$ cat src/rtl/pfail_pkg.sv
package pfail_pkg;
  localparam int IDX_SW    = 0;
  localparam int IDX_PROT  = 1;
  localparam int IDX_RUN   = 2;
  localparam int NUM_FLAGS = 3;

  // strobes from control to datapath
  typedef struct packed {
    logic sealSet;
    logic cellOn;
    logic cellOff;
  } pfStrobe_t;
endpackage

$ cat src/rtl/pfail_debounce.sv
module pfail_debounce #(
  parameter int DEB_CYCLES = 4
) (
  input  logic clk,
  input  logic rstN,
  input  logic rawIn,
  output logic filtOut
);
  localparam int CW = (DEB_CYCLES < 2) ? 1 : $clog2(DEB_CYCLES + 1);
  localparam logic [CW-1:0] LIM = CW'(DEB_CYCLES - 1);

  logic [CW-1:0] cnt;
  logic          state;

  always_ff @(posedge clk or negedge rstN) begin
    if (!rstN) begin
      cnt   <= '0;
      state <= 1'b0;
    end else if (rawIn != state) begin
      if (cnt == LIM) begin
        state <= rawIn;
        cnt   <= '0;
      end else begin
        cnt <= cnt + 1'b1;
      end
    end else begin
      cnt <= '0;
    end
  end

  assign filtOut = state;


  deb_settle_chk: assert property (@(posedge clk) disable iff (!rstN)
    (state != $past(state)) |-> ($past(cnt) == LIM && $past(rawIn) == state));
endmodule

$ cat src/rtl/pfail_datapath.sv
module pfail_datapath
  import pfail_pkg::*;
#(
  parameter int DEB_CYCLES = 4
) (
  input  logic                 clk,
  input  logic                 rstN,
  input  logic [NUM_FLAGS-1:0] rawFlags,
  input  pfStrobe_t            strobe,
  output logic [NUM_FLAGS-1:0] filtFlags,
  output logic                 sealed,
  output logic                 onCell
);
  for (genvar g = 0; g < NUM_FLAGS; g++) begin : g_flt
    pfail_debounce #(.DEB_CYCLES(DEB_CYCLES)) u_deb (
      .clk    (clk),
      .rstN   (rstN),
      .rawIn  (rawFlags[g]),
      .filtOut(filtFlags[g])
    );
  end

  always_ff @(posedge clk or negedge rstN) begin
    if (!rstN) begin
      sealed <= 1'b0;
      onCell <= 1'b0;
    end else begin
      if (strobe.sealSet) sealed <= 1'b1;
      if (strobe.cellOff)     onCell <= 1'b0;
      else if (strobe.cellOn) onCell <= 1'b1;
    end
  end


  seal_hold_chk: assert property (@(posedge clk) disable iff (!rstN)
    sealed |=> sealed);


  unsealed_main_chk: assert property (@(posedge clk) disable iff (!rstN)
    !sealed |-> !onCell);
endmodule

$ cat src/rtl/pfail_control.sv
module pfail_control
  import pfail_pkg::*;
(
  input  logic                 clk,
  input  logic                 rstN,
  input  logic [NUM_FLAGS-1:0] filtFlags,
  input  logic                 sealed,
  input  logic                 rawProt,
  output pfStrobe_t            strobe,
  output logic                 wrProtect,
  output logic                 busIsolate
);
  logic prevRun;
  logic prevSw;
  logic runNow;
  logic swNow;

  assign runNow = filtFlags[IDX_RUN];
  assign swNow  = filtFlags[IDX_SW];

  always_ff @(posedge clk or negedge rstN) begin
    if (!rstN) begin
      prevRun <= 1'b0;
      prevSw  <= 1'b0;
    end else begin
      prevRun <= runNow;
      prevSw  <= swNow;
    end
  end

  always_comb begin
    strobe.sealSet = runNow;
    strobe.cellOn  = sealed & prevRun & ~runNow;
    strobe.cellOff = runNow | (~prevSw & swNow);
  end

  // raw protect flag bypasses the filter so no late write can slip through
  assign wrProtect  = ~rawProt | ~filtFlags[IDX_PROT] | ~runNow;
  assign busIsolate = wrProtect;
endmodule

$ cat src/rtl/pfail_wp_sequencer.sv
module pfail_wp_sequencer
  import pfail_pkg::*;
#(
  parameter int DEB_CYCLES = 4
) (
  input  logic clk,
  input  logic rstN,
  input  logic aboveRun,
  input  logic aboveProt,
  input  logic aboveSwitch,
  output logic wrProtect,
  output logic busIsolate,
  output logic srcBackup,
  output logic cellEnabled
);
  logic [NUM_FLAGS-1:0] rawFlags;
  logic [NUM_FLAGS-1:0] filtFlags;
  pfStrobe_t            strobe;
  logic                 sealed;
  logic                 onCell;

  always_comb begin
    rawFlags           = '0;
    rawFlags[IDX_SW]   = aboveSwitch;
    rawFlags[IDX_PROT] = aboveProt;
    rawFlags[IDX_RUN]  = aboveRun;
  end

  pfail_datapath #(.DEB_CYCLES(DEB_CYCLES)) u_dp (
    .clk      (clk),
    .rstN     (rstN),
    .rawFlags (rawFlags),
    .strobe   (strobe),
    .filtFlags(filtFlags),
    .sealed   (sealed),
    .onCell   (onCell)
  );

  pfail_control u_ctl (
    .clk       (clk),
    .rstN      (rstN),
    .filtFlags (filtFlags),
    .sealed    (sealed),
    .rawProt   (aboveProt),
    .strobe    (strobe),
    .wrProtect (wrProtect),
    .busIsolate(busIsolate)
  );

  assign srcBackup   = onCell & ~filtFlags[IDX_RUN];
  assign cellEnabled = sealed;


  cell_takeover_chk: assert property (@(posedge clk) disable iff (!rstN)
    ($fell(filtFlags[IDX_RUN]) && sealed) |=> srcBackup);


  main_return_chk: assert property (@(posedge clk) disable iff (!rstN)
    $rose(filtFlags[IDX_SW]) |=> !srcBackup);


  run_on_main_chk: assert property (@(posedge clk) disable iff (!rstN)
    filtFlags[IDX_RUN] |-> !srcBackup);
endmodule

$ cat config.mk
export PLATFORM = sky130hd
export DESIGN_NAME = pfail_wp_sequencer
export DESIGN_NICKNAME = d
export VERILOG_FILES = /design/src/rtl/pfail_pkg.sv /design/src/rtl/pfail_debounce.sv /design/src/rtl/pfail_datapath.sv /design/src/rtl/pfail_control.sv /design/src/rtl/pfail_wp_sequencer.sv
export SDC_FILE = /design/constraint.sdc
export NUM_CORES = 1
export LEC_CHECK = 0
export ABC_CLOCK_PERIOD_IN_PS = 1600
export BUFFER_PORTS_ARGS = -buffer_cell sky130_fd_sc_hd__clkbuf_2
export CORE_AREA = 8 8 45 47
export CTS_CLUSTER_SIZE = 20
export DETAILED_ROUTE_END_ITERATION = 12
export DIE_AREA = 0 0 53 55
export GPL_ROUTABILITY_DRIVEN = 0
export PLACE_DENSITY = 0.79
export REMOVE_ABC_BUFFERS = 1
export SLEW_MARGIN = 40
export SYNTH_ARGS = -nofsm -noshare
export SYNTH_HDL_FRONTEND = slang
export SYNTH_SLANG_ARGS = --single-unit
$ cat constraint.sdc
create_clock -name clk -period 1.6 [get_ports clk]
set_input_delay 0.24 -clock clk [delete_from_list [all_inputs] [get_ports clk]]
set_output_delay 0.24 -clock clk [all_outputs]
set_load 0.005 [all_outputs]
==> impl_metrics.json <==
{
  "status": "completed",
  "start_util_pct": 45.8,
  "nets": 68,
  "peakVddDrop_mv": 0.618,
  "die_area_um2": 2920,
  "post_cts_buffers": 0,
  "internal_power_w": 0.000786,
  "cap_violations": 0,
  "cp.required_ns": 1.36,
  "grt_util_all_layers_pct": 7.34,
  "synthCells": 46,
  "ctsHoldBuffers": 1,
  "grt_start_max_net_pins": 17,
  "crit_path_start_kind": "flop",
  "ctsRootBufferMaster": "clkbuf_4",
  "regArea_um2": 400,
  "r2r-start": "u_dp.g_flt[1].u_deb.filtOut$_DFFE_PN0P_",
  "pre_cts_slack_ns": 0.369,
  "path_cells": "and2b_2, clkbuf_2",
  "drc_errors": 0,
  "io_buffers": 8,
  "crit_buf_inv": 1,
  "clock_path_buffers": 2,
  "clock_latency_ns": 0.27,
  "fill_cells": 130,
  "hold_path_end": "u_dp.g_flt[1].u_deb.filtOut$_DFFE_PN0P_",
  "grt_pass1_vias": 378,
  "power.clock.fraction_pct": 18.1,
  "p_total_w": 0.00111,
  "grt_pass1_wl_mm": 1.55,
  "reg2reg_setup_slack_ns": 0.37,
  "drv_slew": 0,
  "most-common-layout-cells": "dfrtp_1, clkbuf_2, ha_1",
  "fin_crit_sh_pct": 82.1,
  "antenna_found_initial": 0,
  "fin_tns_setup_ns": 0,
  "drt_iter0_drc": 1,
  "reg2reg_to": "u_dp.g_flt[1].u_deb.filtOut$_DFFE_PN0P_",
  "power.switching_w": 0.000322,
  "htree_num_levels": 1,
  "wl_um": 895,
  "rsz0062_at_grt": "no",
  "slowest_stage": "dfrtp_1",
  "gr-total-overflow": 0,
  "period_needed_ns": 1.31,
  "fp.coreArea_um2": 1380,
  "endpoint_kind": "primary output",
  "hp-start": "aboveProt",
  "drive_gt1_share_pct": 24.6,
  "hold_violations": 0,
  "tightest_slew_ns": 0.384,
  "path_clk_slew_ns": 0.09,
  "crit_path_max_incr_delay_ns": 0.46,
  "hpwlAfterDp_um": 651,
  "ys_ff_latch": 16,
  "timing.final.ws_setup_ns": 0.286,
  "layout_commonest_cell": "dfrtp_1",
  "clock_skew_ns": 0.00113,
  "firstDrtPassIters": 2,
  "io_pins": 9,
  "wl_per_cell_um": 12.3,
  "whs_path_depth": 2,
  "whs_ns": 0.192,
  "pwr-share-seq_pct": 55.6,
  "syn-cell-area_um2": 634,
  "yosysSeqAreaShare_pct": 63.1,
  "route.vias.total": 357,
  "min_path_type": "input port to flop",
  "die_w_um": 53,
  "critPathKind": "flop to primary output",
  "critical-path-top-delay-family": "flip-flops",
  "finalSetupViolations": 0,
  "ant_nets": 0,
  "power.leakage_nw": 0.351,
  "syn2layout_area_growth_pct": 13.4,
  "cts_resized": 0,
  "worstPathArrival_ns": 1.07,
  "syn_area_per_cell_um2": 13.8,
  "multi_input_area_um2": 226,
  "cts_buffers": 3,
  "n_antenna_cell": 0,
  "fp.dieH_um": 55,
  "cts_tree": "yes",
  "reg2reg_depth": 3,
  "slew_headroom_pct": 74.4,
  "crit_fanout": 7,
  "fmax_mhz": 761,
  "clkSinkCount": 16,
  "p_per_area_nw_per_um2": 1540,
  "via_per_inst": 4.89,
  "yosys_warnings": 0,
  "combPwrFrac_pct": 26.3,
  "rows": 14,
  "synth_cell_type_count": 18,
  "p_sw_share_pct": 29.1
}
==> final cells by class <==
cell class              count  share of cell area, %
multi-input cells          29                   31.5
flip-flops and latches     16                   55.7
clock buffers               3                   3.13
repair buffers              9                   6.96
well taps                  16                   2.78
==> logic make-up after synthesis <==
logic type	synth area share, %
multiplexers	5.33
AO/OA/AOI/OAI	0.788
buffers and inverters	1.18
adder cells (fa/ha/maj)	7.89
flip-flops	63.1
AND/OR/NAND/NOR	18.9
XOR/XNOR	2.76
==> power groups by stage <==
stage	clock (W)	sequential (W)	combinational [W]
after floorplan	0	0.000604	0.000219
after global placement	0	0.000619	0.000279
after detailed placement	0	0.000628	0.000291
after CTS	0.000211	0.000619	0.000297
after global routing	0.000224	0.000639	0.000337
final	0.000201	0.000616	0.000291
==> flip-flops by register name, indices dropped and copies added, names as in the netlist <==
name	flops
u_ctl.prevRun	1
u_dp.g_flt.u_deb.filtOut	3
u_dp.onCell	1
u_dp.sealed	1
u_ctl.prevSw	1
u_dp.g_flt.u_deb.cnt	9
==> metal layers <==
| metal | share of wire, % | track usage, % |
|---|---|---|
| met1 | 46 | 7.97 |
| met2 | 45 | 11.3 |
| met3 | 7.5 | 4.01 |
| met4 | 1.0 | 3.88 |
| met5 | 0 | 0 |
==> worst register-to-register path: cells and delay by family, from the launching register on <==
family	cells	cell delay [ns]
mux	1	0.31
fa+ha+maj	1	0.32
flops	1	0.39
simple gates	1	0.11
==> synthesized netlist by cell type <==
library cell,instances,share of area [%]
xnor2_1,2,2.8
nor2b_1,3,3.0
and3_1,1,0.99
nor2b_2,1,1.4
ha_1,4,7.9
and2b_2,1,1.4
or2_2,1,0.99
nor3b_1,3,3.6
a21oi_1,1,0.79
nand2b_1,1,0.99
mux2_1,3,5.3
nor2_1,1,0.59
nand3b_1,1,1.2
and3b_1,1,1.4
nand2_1,2,1.2
nor3_1,3,2.4
buf_4,1,1.2
dfrtp_1,16,63
==> stage by stage <==
stage / cells / util (%) / area, um2
6_report: 73 / 52.0 / 719
5_1_grt: 73 / 52.0 / 719
4_1_cts: 73 / 52.0 / 719
3_5_place_dp: 69 / 49.6 / 687
3_3_place_gp: 69 / 49.6 / 687
2_1_floorplan: 45 / - / 627
==> worst max-delay path by stage <==
| stage | from | to | cells past startpoint |
|---|---|---|---|
| floorplan | u_dp.g_flt[1].u_deb.filtOut$_DFFE_PN0P_ | u_dp.g_flt[1].u_deb.filtOut$_DFFE_PN0P_ | 3 |
| global placement | u_dp.g_flt[1].u_deb.filtOut$_DFFE_PN0P_ | u_dp.g_flt[1].u_deb.filtOut$_DFFE_PN0P_ | 3 |
| detailed placement | u_dp.g_flt[1].u_deb.filtOut$_DFFE_PN0P_ | u_dp.g_flt[1].u_deb.filtOut$_DFFE_PN0P_ | 3 |
| CTS | u_dp.g_flt[2].u_deb.filtOut$_DFFE_PN0P_ | srcBackup | 2 |
| global route | u_dp.g_flt[2].u_deb.filtOut$_DFFE_PN0P_ | srcBackup | 2 |
| finish | u_dp.g_flt[2].u_deb.filtOut$_DFFE_PN0P_ | srcBackup | 2 |
(Power assumes the default switching activity.)
